## src/rtl/chdma_pkg.sv

```systemverilog
package chdma_pkg;

    // Fixed register indices (before word-channel scaling)
    localparam int unsigned IDX_MASK = 10;
    localparam int unsigned IDX_MODE = 11;
    localparam int unsigned IDX_CLR  = 12;

    typedef enum logic [1:0] {
        KIND_DEMAND  = 2'b00,
        KIND_SINGLE  = 2'b01,
        KIND_BLOCK   = 2'b10,
        KIND_CASCADE = 2'b11
    } xfer_kind_e;

    typedef struct packed {
        xfer_kind_e kind;
        logic       auto_init;
        logic [1:0] dir;
    } chan_mode_t;

    function automatic chan_mode_t unpack_mode(input logic [7:0] b);
        chan_mode_t m;
        m.kind      = xfer_kind_e'(b[7:6]);
        m.auto_init = b[4];
        m.dir       = b[3:2];
        return m;
    endfunction

endpackage

```

## src/rtl/chdma_host_dec.sv

```systemverilog
module chdma_host_dec
    import chdma_pkg::*;
#(
    parameter int unsigned IDX_W     = 5,
    parameter int unsigned NUM_CH    = 4,
    parameter bit          WORD_MODE = 1'b0,
    localparam int unsigned CH_W     = $clog2(NUM_CH)
)(
    input  logic [IDX_W-1:0]  host_idx,
    input  logic              host_wr,
    input  logic              host_rd,
    output logic [NUM_CH-1:0] ch_sel,
    output logic              is_cnt,
    output logic              reg_wr,
    output logic              reg_rd,
    output logic              mask_wr,
    output logic              mode_wr,
    output logic              clr_wr
);

    localparam logic [IDX_W-1:0] SPAN   = IDX_W'(2*NUM_CH);
    localparam logic [IDX_W-1:0] MASK_I = IDX_W'(IDX_MASK);
    localparam logic [IDX_W-1:0] MODE_I = IDX_W'(IDX_MODE);
    localparam logic [IDX_W-1:0] CLR_I  = IDX_W'(IDX_CLR);

    logic [IDX_W-1:0] eff;
    logic             aligned;
    logic             reg_hit;

    generate
        if (WORD_MODE) begin : g_word
            assign eff     = host_idx >> 1;
            assign aligned = ~host_idx[0];
        end else begin : g_byte
            assign eff     = host_idx;
            assign aligned = 1'b1;
        end
    endgenerate

    assign reg_hit = aligned && (eff < SPAN);
    assign is_cnt  = eff[0];

    always_comb begin
        for (int c = 0; c < NUM_CH; c++) begin
            ch_sel[c] = reg_hit && (eff[CH_W:1] == CH_W'(c));
        end
    end

    assign reg_wr  = host_wr && reg_hit;
    assign reg_rd  = host_rd && reg_hit;
    assign mask_wr = host_wr && aligned && (eff == MASK_I);
    assign mode_wr = host_wr && aligned && (eff == MODE_I);
    assign clr_wr  = host_wr && aligned && (eff == CLR_I);

endmodule

```

## src/rtl/chdma_arb.sv

```systemverilog
module chdma_arb #(
    parameter int unsigned NUM_CH = 4
)(
    input  logic [NUM_CH-1:0] req,
    output logic [NUM_CH-1:0] grant
);

    logic found;

    always_comb begin
        grant = '0;
        found = 1'b0;
        for (int c = 0; c < NUM_CH; c++) begin
            if (req[c] && !found) begin
                grant[c] = 1'b1;
                found    = 1'b1;
            end
        end
    end

endmodule

```

## src/rtl/chdma_chan.sv

```systemverilog
module chdma_chan
    import chdma_pkg::*;
#(
    parameter int unsigned DATA_W = 8,
    localparam int unsigned CNT_W = 2*DATA_W
)(
    input  logic              clk,
    input  logic              rst_n,
    input  logic              grant,
    input  logic              wr_addr,
    input  logic              wr_cnt,
    input  logic              hi_sel,
    input  logic [DATA_W-1:0] wdata,
    input  logic              mask_wr,
    input  logic              mask_set,
    input  logic              mode_wr,
    input  chan_mode_t        mode_in,
    output logic              masked_o,
    output logic [CNT_W-1:0]  addr_o,
    output logic [CNT_W-1:0]  cnt_o,
    output logic              tc_o,
    output logic [1:0]        dir_o
);

    typedef struct packed {
        logic [CNT_W-1:0] addr;
        logic [CNT_W-1:0] cnt;
        logic [CNT_W-1:0] base_addr;
        logic [CNT_W-1:0] base_cnt;
        logic             mask;
        logic             tc;
        chan_mode_t       mode;
    } chan_state_t;

    chan_state_t s_d, s_q;
    logic        casc;

    assign casc = (s_q.mode.kind == KIND_CASCADE);

    always_comb begin
        s_d    = s_q;
        s_d.tc = 1'b0;

        // transfer engine step
        if (grant && !casc) begin
            s_d.addr = s_q.addr + CNT_W'(1);
            if (s_q.cnt == '0) begin
                s_d.tc = 1'b1;
                if (s_q.mode.auto_init) begin
                    s_d.addr = s_q.base_addr;
                    s_d.cnt  = s_q.base_cnt;
                end else begin
                    s_d.cnt  = '1;
                    s_d.mask = 1'b1;
                end
            end else begin
                s_d.cnt = s_q.cnt - CNT_W'(1);
            end
        end

        // host writes take precedence over the engine step
        if (wr_addr) begin
            if (hi_sel) begin
                s_d.addr[CNT_W-1:DATA_W]      = wdata;
                s_d.base_addr[CNT_W-1:DATA_W] = wdata;
            end else begin
                s_d.addr[DATA_W-1:0]      = wdata;
                s_d.base_addr[DATA_W-1:0] = wdata;
            end
        end
        if (wr_cnt) begin
            if (hi_sel) begin
                s_d.cnt[CNT_W-1:DATA_W]      = wdata;
                s_d.base_cnt[CNT_W-1:DATA_W] = wdata;
            end else begin
                s_d.cnt[DATA_W-1:0]      = wdata;
                s_d.base_cnt[DATA_W-1:0] = wdata;
            end
        end
        if (mask_wr) begin
            s_d.mask = mask_set;
        end
        if (mode_wr) begin
            s_d.mode = mode_in;
        end
    end

    always_ff @(posedge clk) begin
        if (!rst_n) begin
            s_q      <= '0;
            s_q.mask <= 1'b1;
        end else begin
            s_q <= s_d;
        end
    end

    assign masked_o = s_q.mask;
    assign addr_o   = s_q.addr;
    assign cnt_o    = s_q.cnt;
    assign tc_o     = s_q.tc;
    assign dir_o    = s_q.mode.dir;


    single_tc_masks_chk: assert property (@(posedge clk) disable iff (!rst_n)
        (grant && !casc && !s_q.mode.auto_init && s_q.cnt == '0 && !mask_wr && !wr_cnt)
        |=> (s_q.mask && s_q.tc && s_q.cnt == '1));


    auto_reload_chk: assert property (@(posedge clk) disable iff (!rst_n)
        (grant && !casc && s_q.mode.auto_init && s_q.cnt == '0 && !mask_wr && !wr_cnt && !wr_addr)
        |=> (!s_q.mask && s_q.tc && s_q.addr == $past(s_q.base_addr) && s_q.cnt == $past(s_q.base_cnt)));


    cascade_hold_chk: assert property (@(posedge clk) disable iff (!rst_n)
        (grant && casc && !wr_addr && !wr_cnt)
        |=> ($stable(s_q.addr) && $stable(s_q.cnt) && !s_q.tc));


    addr_wrap_chk: assert property (@(posedge clk) disable iff (!rst_n)
        (grant && !casc && s_q.addr == '1 && s_q.cnt != '0 && !wr_addr)
        |=> (s_q.addr == '0));

endmodule

```

## src/rtl/chdma_ctrl.sv

```systemverilog
module chdma_ctrl
    import chdma_pkg::*;
#(
    parameter int unsigned NUM_CH    = 4,
    parameter int unsigned DATA_W    = 8,
    parameter int unsigned IDX_W     = 5,
    parameter bit          WORD_MODE = 1'b0,
    localparam int unsigned CNT_W    = 2*DATA_W
)(
    input  logic                    clk,
    input  logic                    rst_n,
    input  logic [IDX_W-1:0]        host_idx,
    input  logic [DATA_W-1:0]       host_wdata,
    input  logic                    host_wr,
    input  logic                    host_rd,
    output logic [DATA_W-1:0]       host_rdata,
    input  logic [NUM_CH-1:0]       dreq,
    output logic [NUM_CH-1:0]       dack,
    output logic [NUM_CH-1:0]       tc,
    output logic [1:0]              ack_dir,
    output logic [NUM_CH*CNT_W-1:0] cur_addr
);

    localparam int unsigned CH_W = $clog2(NUM_CH);

    typedef struct packed {
        logic              ptr;
        logic [NUM_CH-1:0] dack;
        logic [1:0]        dir;
    } top_state_t;

    top_state_t t_d, t_q;

    logic [NUM_CH-1:0] ch_sel;
    logic              is_cnt, reg_wr, reg_rd, mask_wr, mode_wr, clr_wr;
    logic [NUM_CH-1:0] masked_v, req_ok, grant;
    logic [CNT_W-1:0]  addr_v [NUM_CH];
    logic [CNT_W-1:0]  cnt_v  [NUM_CH];
    logic [1:0]        dir_v  [NUM_CH];
    logic [CNT_W-1:0]  rd_word;
    chan_mode_t        mode_in;

    chdma_host_dec #(
        .IDX_W     (IDX_W),
        .NUM_CH    (NUM_CH),
        .WORD_MODE (WORD_MODE)
    ) i_dec (
        .host_idx (host_idx),
        .host_wr  (host_wr),
        .host_rd  (host_rd),
        .ch_sel   (ch_sel),
        .is_cnt   (is_cnt),
        .reg_wr   (reg_wr),
        .reg_rd   (reg_rd),
        .mask_wr  (mask_wr),
        .mode_wr  (mode_wr),
        .clr_wr   (clr_wr)
    );

    assign req_ok  = dreq & ~masked_v;
    assign mode_in = unpack_mode(host_wdata[7:0]);

    chdma_arb #(.NUM_CH(NUM_CH)) i_arb (
        .req   (req_ok),
        .grant (grant)
    );

    generate
        for (genvar c = 0; c < NUM_CH; c++) begin : g_ch
            logic sel_me;
            assign sel_me = (host_wdata[CH_W-1:0] == CH_W'(c));

            chdma_chan #(.DATA_W(DATA_W)) i_chan (
                .clk      (clk),
                .rst_n    (rst_n),
                .grant    (grant[c]),
                .wr_addr  (reg_wr && ch_sel[c] && !is_cnt),
                .wr_cnt   (reg_wr && ch_sel[c] && is_cnt),
                .hi_sel   (t_q.ptr),
                .wdata    (host_wdata),
                .mask_wr  (mask_wr && sel_me),
                .mask_set (host_wdata[2]),
                .mode_wr  (mode_wr && sel_me),
                .mode_in  (mode_in),
                .masked_o (masked_v[c]),
                .addr_o   (addr_v[c]),
                .cnt_o    (cnt_v[c]),
                .tc_o     (tc[c]),
                .dir_o    (dir_v[c])
            );

            assign cur_addr[c*CNT_W +: CNT_W] = addr_v[c];
        end
    endgenerate

    // read mux
    always_comb begin
        rd_word = '0;
        for (int c = 0; c < NUM_CH; c++) begin
            if (ch_sel[c]) begin
                rd_word = is_cnt ? cnt_v[c] : addr_v[c];
            end
        end
        host_rdata = t_q.ptr ? rd_word[CNT_W-1:DATA_W] : rd_word[DATA_W-1:0];
    end

    // next state
    always_comb begin
        t_d = t_q;
        if (clr_wr) begin
            t_d.ptr = 1'b0;
        end else if (reg_wr || reg_rd) begin
            t_d.ptr = ~t_q.ptr;
        end
        t_d.dack = grant;
        t_d.dir  = '0;
        for (int c = 0; c < NUM_CH; c++) begin
            if (grant[c]) begin
                t_d.dir = dir_v[c];
            end
        end
    end

    always_ff @(posedge clk) begin
        if (!rst_n) begin
            t_q <= '0;
        end else begin
            t_q <= t_d;
        end
    end

    assign dack    = t_q.dack;
    assign ack_dir = t_q.dir;


    dack_onehot_chk: assert property (@(posedge clk) disable iff (!rst_n)
        $onehot0(dack));


    masked_no_ack_chk: assert property (@(posedge clk) disable iff (!rst_n)
        (|dack) |-> ((dack & ~$past(req_ok)) == '0));


    ptr_clear_chk: assert property (@(posedge clk) disable iff (!rst_n)
        clr_wr |=> !t_q.ptr);


    ptr_toggle_chk: assert property (@(posedge clk) disable iff (!rst_n)
        ((reg_wr || reg_rd) && !clr_wr) |=> (t_q.ptr != $past(t_q.ptr)));

endmodule

```

## config.mk

```make
export PLATFORM = sky130hd
export DESIGN_NAME = chdma_ctrl
export DESIGN_NICKNAME = d
export VERILOG_FILES = /design/src/rtl/chdma_pkg.sv /design/src/rtl/chdma_host_dec.sv /design/src/rtl/chdma_arb.sv /design/src/rtl/chdma_chan.sv /design/src/rtl/chdma_ctrl.sv
export SDC_FILE = /design/constraint.sdc
export NUM_CORES = 1
export LEC_CHECK = 0
export BUFFER_PORTS_ARGS = -buffer_cell sky130_fd_sc_hd__buf_2
export CORE_ASPECT_RATIO = 1.2
export CORE_MARGIN = 1
export CORE_UTILIZATION = 55
export CTS_BUF_LIST = sky130_fd_sc_hd__clkbuf_8
export CTS_CLUSTER_DIAMETER = 80
export DETAILED_ROUTE_END_ITERATION = 8
export PLACE_DENSITY = 0.72
export SYNTH_ARGS = -nofsm -noshare
export SYNTH_HDL_FRONTEND = slang
export SYNTH_HIERARCHICAL = 1
export SYNTH_SLANG_ARGS = --single-unit
```

## constraint.sdc

```tcl
create_clock -name clk -period 3.05 [get_ports clk]
set_input_delay 0.1525 -clock clk [delete_from_list [all_inputs] [get_ports clk]]
set_output_delay 0.1525 -clock clk [all_outputs]
set_load 0.01 [all_outputs]
```

# After elaboration in Yosys (flattened, before gate mapping)
# Cells that the tools add are included.
# word_totals
register_bits	291
latch_bits	0
ramBits	0
rom_bits	0
out_inout_bits	82
elab_cells	240
memories	0
# classes
n_addsub	8
mul	0
div_mod_pow	0
magnitude_cmp	1
n_eq_ne	17
shift	0
muxes	79
bitwise_logic	4
reduce_logical	84
# ops
operator	count
$mux W16	32
$mux W8	17
$mux W32	4
$add A16 B1 Y16 const B	4
$logic_not A16 Y1	4
$sub A16 B1 Y16 const B	4
$reduce_and A2 Y1	20
$logic_and A1 B1 Y1	36
$mux W2	12
$eq A2 B2 Y1 const B	8
$reduce_bool A2 Y1	8
$eq A5 B4 Y1 const B	3
$mux W1	14
$reduce_and A3 Y1	4
$logic_not A1 Y1	8
$ne A2 B1 Y1 const B	4
$lt A5 B4 Y1 const B	1
$and A4 B4 Y4	1
$eq A2 B1 Y1 const B	2
$logic_not A2 Y1	2
$not A4 Y4	1
$not A1 Y1	2
$reduce_or A2 Y1	1
$logic_or A1 B1 Y1	1

# Depth between registers and ports, before layout
# logic_depth
depth_word	16
mapped_depth	12

# Hierarchy
# Netlist, hierarchy kept.
# by_module_without_submodules
module	instances	cells_each	area_per_inst_um2	seq_area_each_um2
chdma_chan (g_ch[0].i_chan ...)	2	529	4032.6	1421.4
chdma_chan (g_ch[2].i_chan ...)	2	523	3995.1	1421.4
chdma_ctrl	1	193	1712.9	140.1
chdma_host_dec	1	15	85.1	0.0
chdma_arb	1	4	36.3	0.0

# Worst setup path before layout
# Ideal clock, no wire load.
# synth_timing
path_kind	reg-to-reg
startpoint	register g_ch[2].i_chan.s_q (netlist bit g_ch[2].i_chan/masked_o)
endpoint	register g_ch[2].i_chan.s_q (netlist bit g_ch[2].i_chan/addr_o[9])
setup_ps	95
arrival_time_ps	2213
slack_ps	742
stages_incl_launch_ff	8
n_path_buf	2
period_less_slack_ps	2308
cell_sequence	dfxtp_1 nor2b_1 nor3b_1 a21boi_0 clkbuf_1 clkbuf_1 o21ai_0 a221oi_1
# synth_between
elab_chain_len	8
# synth_rtl
item	line	text
start: declaration	chdma_chan.sv:35	chan_state_t s_d, s_q;
$not A4 Y4 *	chdma_ctrl.sv:60	assign req_ok = dreq & ~masked_v;
$and A4 B4 Y4 *	chdma_ctrl.sv:60	
named net req_ok[2]	chdma_ctrl.sv:36	logic [NUM_CH-1:0] masked_v, req_ok, grant;
$logic_and A1 B1 Y1 *	chdma_arb.sv:14	if (req[c] && !found) begin
$mux W1 *	chdma_arb.sv:14	
named net grant[2]	chdma_ctrl.sv:36	
$logic_and A1 B1 Y1 *	chdma_chan.sv:45	if (grant && !casc) begin
$mux W32 *	chdma_chan.sv:45	
$mux W8	chdma_chan.sv:63	if (hi_sel) begin
$mux W16 *	chdma_chan.sv:62	if (wr_addr) begin
# Mark *: on every way through the listed nets, which the timed path passes. The rest lies on a longest branch.
# A chain may end at the register's enable or synchronous reset.

# Worst setup path after layout
# layout_timing
startpoint	register t_q[6] (netlist name)
endpoint	output host_rdata[2]
# layout_between
elab_chain_len	1
# layout_rtl
item	line	text
start: declaration	chdma_ctrl.sv:32	top_state_t t_d, t_q;
start signal: assignment	chdma_ctrl.sv:128	t_q <= t_d;
$mux W8	chdma_ctrl.sv:104	host_rdata = t_q.ptr ? rd_word[CNT_W-1:DATA_W] : rd_word[DATA_W-1:0];
end: declaration	chdma_ctrl.sv:16	output logic [DATA_W-1:0] host_rdata,
# No other way between the ends.

==> results by stage <==
Floorplan:
- The initial utilization of the core area, before any placement, comes to 55.6%.
- The die span in y is 200 um.
- In this run the standard cell core region covers 32200 sq um.
- The floorplan has 72 rows.
- The die footprint is 33300 sq um.
- Measured along the x axis, the die boundary spans 167 um.
- The boundary pin count is 103.

Setup path:
- Data on the critical path is required at its endpoint by 2.90 ns.
- The capturing element type of the critical path is an output port.
- The type of the setup path with the least slack is reg -> out.
- The kind of start point of the critical path is a flop.
- The critical path's slowest cell is dfxtp_1.
- The data arrival time of the worst path is 2.81 ns.
- The maximum cell stage delay along the critical path is 0.72 ns.
- The critical path goes through buf_4 -> inv_1 -> o221ai_1 -> o22ai_1 -> nor2_1 -> buf_2.
- The setup check on the worst reg-to-reg path leaves a slack of 0.32 ns.
- In this run the worst path has a maximum fanout of 31.

Clocking:
- The clock root buffer master is clkbuf_8.
- The deepest level of the CTS H-tree is 2.
- The TritonCTS clock tree is yes.
- Once the clock tree was built, the setup fixing pass inserted 0 buffers.
- The clock tree buffer depth is 3.
- Clock tree synthesis inserted a total of 49 buffers.
- The latest clock arrival within the worst-skew pair is 0.61 ns.
- After clock tree synthesis, the clock-pin slew on the worst setup and hold paths is 0.06 ns.
- The clock drives 291 sinks.

Layout:
- The share of the core filled with cells is 58.3%.
- The net count reported at finish is 2278.
- The library cells used most frequently in the layout, excluding fill and tap cells, are nand2_1, dfxtp_1, a21oi_1.
- The number of diodes is 0.
- Relative to the synthesized area, the layout overhead comes to 4.83%.
- In the final layout, the share of cells above drive strength 1 is 15.3%.
- The library cell used most frequently in the layout, excluding fill and tap cells, is nand2_1.
- The filler cells instantiated in the layout total 2934.

GRT:
- For this run the aggregate overflow at the end of global routing stands at 0.
- The via count of the first global-routing pass is 16102.
- Entering global routing, the biggest net connects 38 pins.
- Across every metal layer, demand over resource in global routing totals 34.7%.
- The wire length of the first global-routing pass is 91400 um.
- The number of antenna violations at the first check in global routing is 1.

Timing:
- Counting I/O delays and the setup requirement, the final critical path takes 2.96 ns.
- The part of the cycle the worst path needs is 97.0%.
- The worst pin sits at a relative slew slack of 34.2%.
- Setup repair after global routing left no endpoint under its margin.
- The achievable clock frequency is 0.338 GHz.
- The final hold violation count is 0.
- At the pin with the least slew margin, the transition time is 0.987 ns.
- In the final timing run, aggregate negative setup slack is 0 ns.
- The clock arrives with 0.0222 ns of skew.
- The count of final setup violators is 0.
- The number of pins with negative max-slew slack in the final report was 0.

Synthesis:
- The summed instance area of the synthesized netlist is 17900 sq um.
- The number of flops mapped to enable cells by yosys is 0.
- The synthesized design spends more area on one cell type than any other, namely dfxtp_1.
- The post-synthesis sequential area ratio is 32.6%.
- The synthesized design contains 291 register bits.
- The Yosys step of the flow raised 6 warnings.
- Ranked by total cell area, the synthesized netlist is headed by dfxtp_1, nand2_1, a21oi_1.
- The net count of the mapped netlist is 2349.
- The share of synthesized registers carrying an async set or reset is 0%.
- The dominant register cell in the synthesized netlist is dfxtp_1.
- The synthesized design devotes to its leading area cell type 32.6% of total area.
- The number of distinct library cells after synthesis is 81.
- Synthesis produced a netlist whose cell count is 2316.
- In this run the mean area of a mapped cell was 7.72 sq um.

Detailed routing:
- For this run, design rule violations remaining after detail routing come to 0.
- The detailed-route wire length per cell is 22.3 um.
- Using the TritonRoute via totals, the vias-per-cell ratio works out to 6.71.
- The first-pass iteration count of the detailed router is 7.
- For this block, the initial DRC count from the detailed router was 2058.
- The final antenna-violating net count is 0.
- For this block, the via count after detailed routing is 18005.
- The total wire length after detailed routing is 59800 um.

Power and ir drop:
- The worst-case IR drop observed on VDD is 0.282 mV.
- Power spread over the standard cell area amounts to 424 nW/um^2.
- Overall power consumption after layout is estimated at 0.00794 W.
- The analysis attributes to cell leakage a power of 6.75 nW.

Placement:
- The number of port buffers is 102.
- At the end of routability-driven placement, the weighted congestion stood at 0.990.
- The post-DP HPWL is 40000 um.

Worst hold path:
- In this run the worst hold path is classified as in -> reg.

Run:
- The number of max-cap violations is 0.

Outcome:
- The run finished with clean final reports.
cell families (layout without fill, tap and decap cells):
logic type | count (synthesis) | in the layout | share of synthesized area, %
adders and majority gates | 12 | 12 | 0.839
xor gates and xnor gates | 8 | 8 | 0.392
buffers and inverters | 347 | 309 | 11.0
and+or+nand+nor | 851 | 851 | 23.8
DFF | 291 | 291 | 32.6
AOI/OAI and AO/OA | 713 | 713 | 25.8
muxes | 94 | 94 | 5.63
sequential cells by signal, summed over array words and instances (netlist names):
signal	flops
g_ch.i_chan/s_q	140
g_ch.i_chan/addr_o	64
g_ch.i_chan/cnt_o	64
g_ch.i_chan/dir_o	8
dack	4
g_ch.i_chan/masked_o	4
g_ch.i_chan/tc_o	4
ack_dir	2
t_q	1
worst paths after layout:
| kind | from | end | cells past startpoint |
|---|---|---|---|
| worst min-delay path | host_rd | t_q[6] | 4 |
| worst min register to register | g_ch[1].i_chan/s_q[25] | g_ch[1].i_chan/s_q[25] | 2 |
| worst max register to register | g_ch[1].i_chan/masked_o | g_ch[1].i_chan/addr_o[13] | 6 |
| worst max-delay path | t_q[6] | host_rdata[2] | 6 |
power by group:
part           total (W)  switching [W]  internal (W)
clock            0.00353        0.00167       0.00186
sequential       0.00386      0.0000429       0.00382
combinational   0.000551       0.000385      0.000166
worst max-delay path: cells and delay by family, from the launching register on:
family,cells,cell delay [ns]
AND/OR/NAND/NOR,1,0.29
flip-flops,1,0.72
buffers and inverters,3,0.85
AO/OA/AOI/OAI,2,0.31
synthesized netlist by cell type, types with 10 or more instances:
library cell,n
dfxtp_1,291
and4_1,10
and3_1,25
inv_1,37
a211oi_1,22
o2111ai_1,10
nor4_1,31
and2_1,20
buf_4,146
o211ai_1,18
a31oi_1,26
o21ai_1,14
a21oi_1,268
or3_1,10
nand4_1,24
o31ai_1,18
o21ai_0,121
buf_1,24
nand2b_1,23
o22ai_1,18
mux2i_1,56
clkbuf_1,112
nand3_1,74
a211o_1,10
a221oi_1,16
nor2b_1,26
nand2_1,362
o221ai_1,30
a22o_1,16
a41oi_1,10
nor3_1,52
buf_2,19
nor2_1,120
mux2_2,32
ha_1,12
nand3b_1,11
o311ai_0,14
metrics by stage:
| stage | cells | hold WS, ns | cell area [sq um] | setup slack [ns] |
|---|---|---|---|---|
| final | 2685 | 0.0281 | 18800 | 0.0915 |
| after global routing | 2685 | 0.0689 | 18800 | 0.0253 |
| after floorplan | 2316 | 0.280 | 17900 | 0.742 |
| after global placement | 2599 | 0.438 | 17800 | 0.464 |
| after CTS | 2685 | 0.00126 | 18800 | 0.189 |
| after detailed placement | 2599 | 0.442 | 17800 | 0.456 |
layout make-up:
class | count | area, sq um | area share [%]
inverters | 37 | 139 | 0.741
clock buffers | 64 | 881 | 4.70
repair buffers | 188 | 1190 | 6.34
flip-flops and latches | 291 | 5830 | 31.1
multi-input cells | 1678 | 10100 | 54.0
clock inverters | 20 | 87.6 | 0.467
well taps | 407 | 509 | 2.72
routing by layer:
| metal | vias to the layer above | routed length [um] | track usage [%] |
|---|---|---|---|
| li1 | 8234 | - | - |
| met1 | 8539 | 24400 | 46.0 |
| met2 | 1034 | 26900 | 54.9 |
| met3 | 196 | 5650 | 5.27 |
| met4 | 2 | 2910 | 17.9 |
| met5 | - | 18 | 0 |
what timing repair did:
item,in CTS,in global routing
hold endpoints to repair,3,0
resized for setup,0,0
hold buffers,2,0
(Power assumes the default switching activity.)
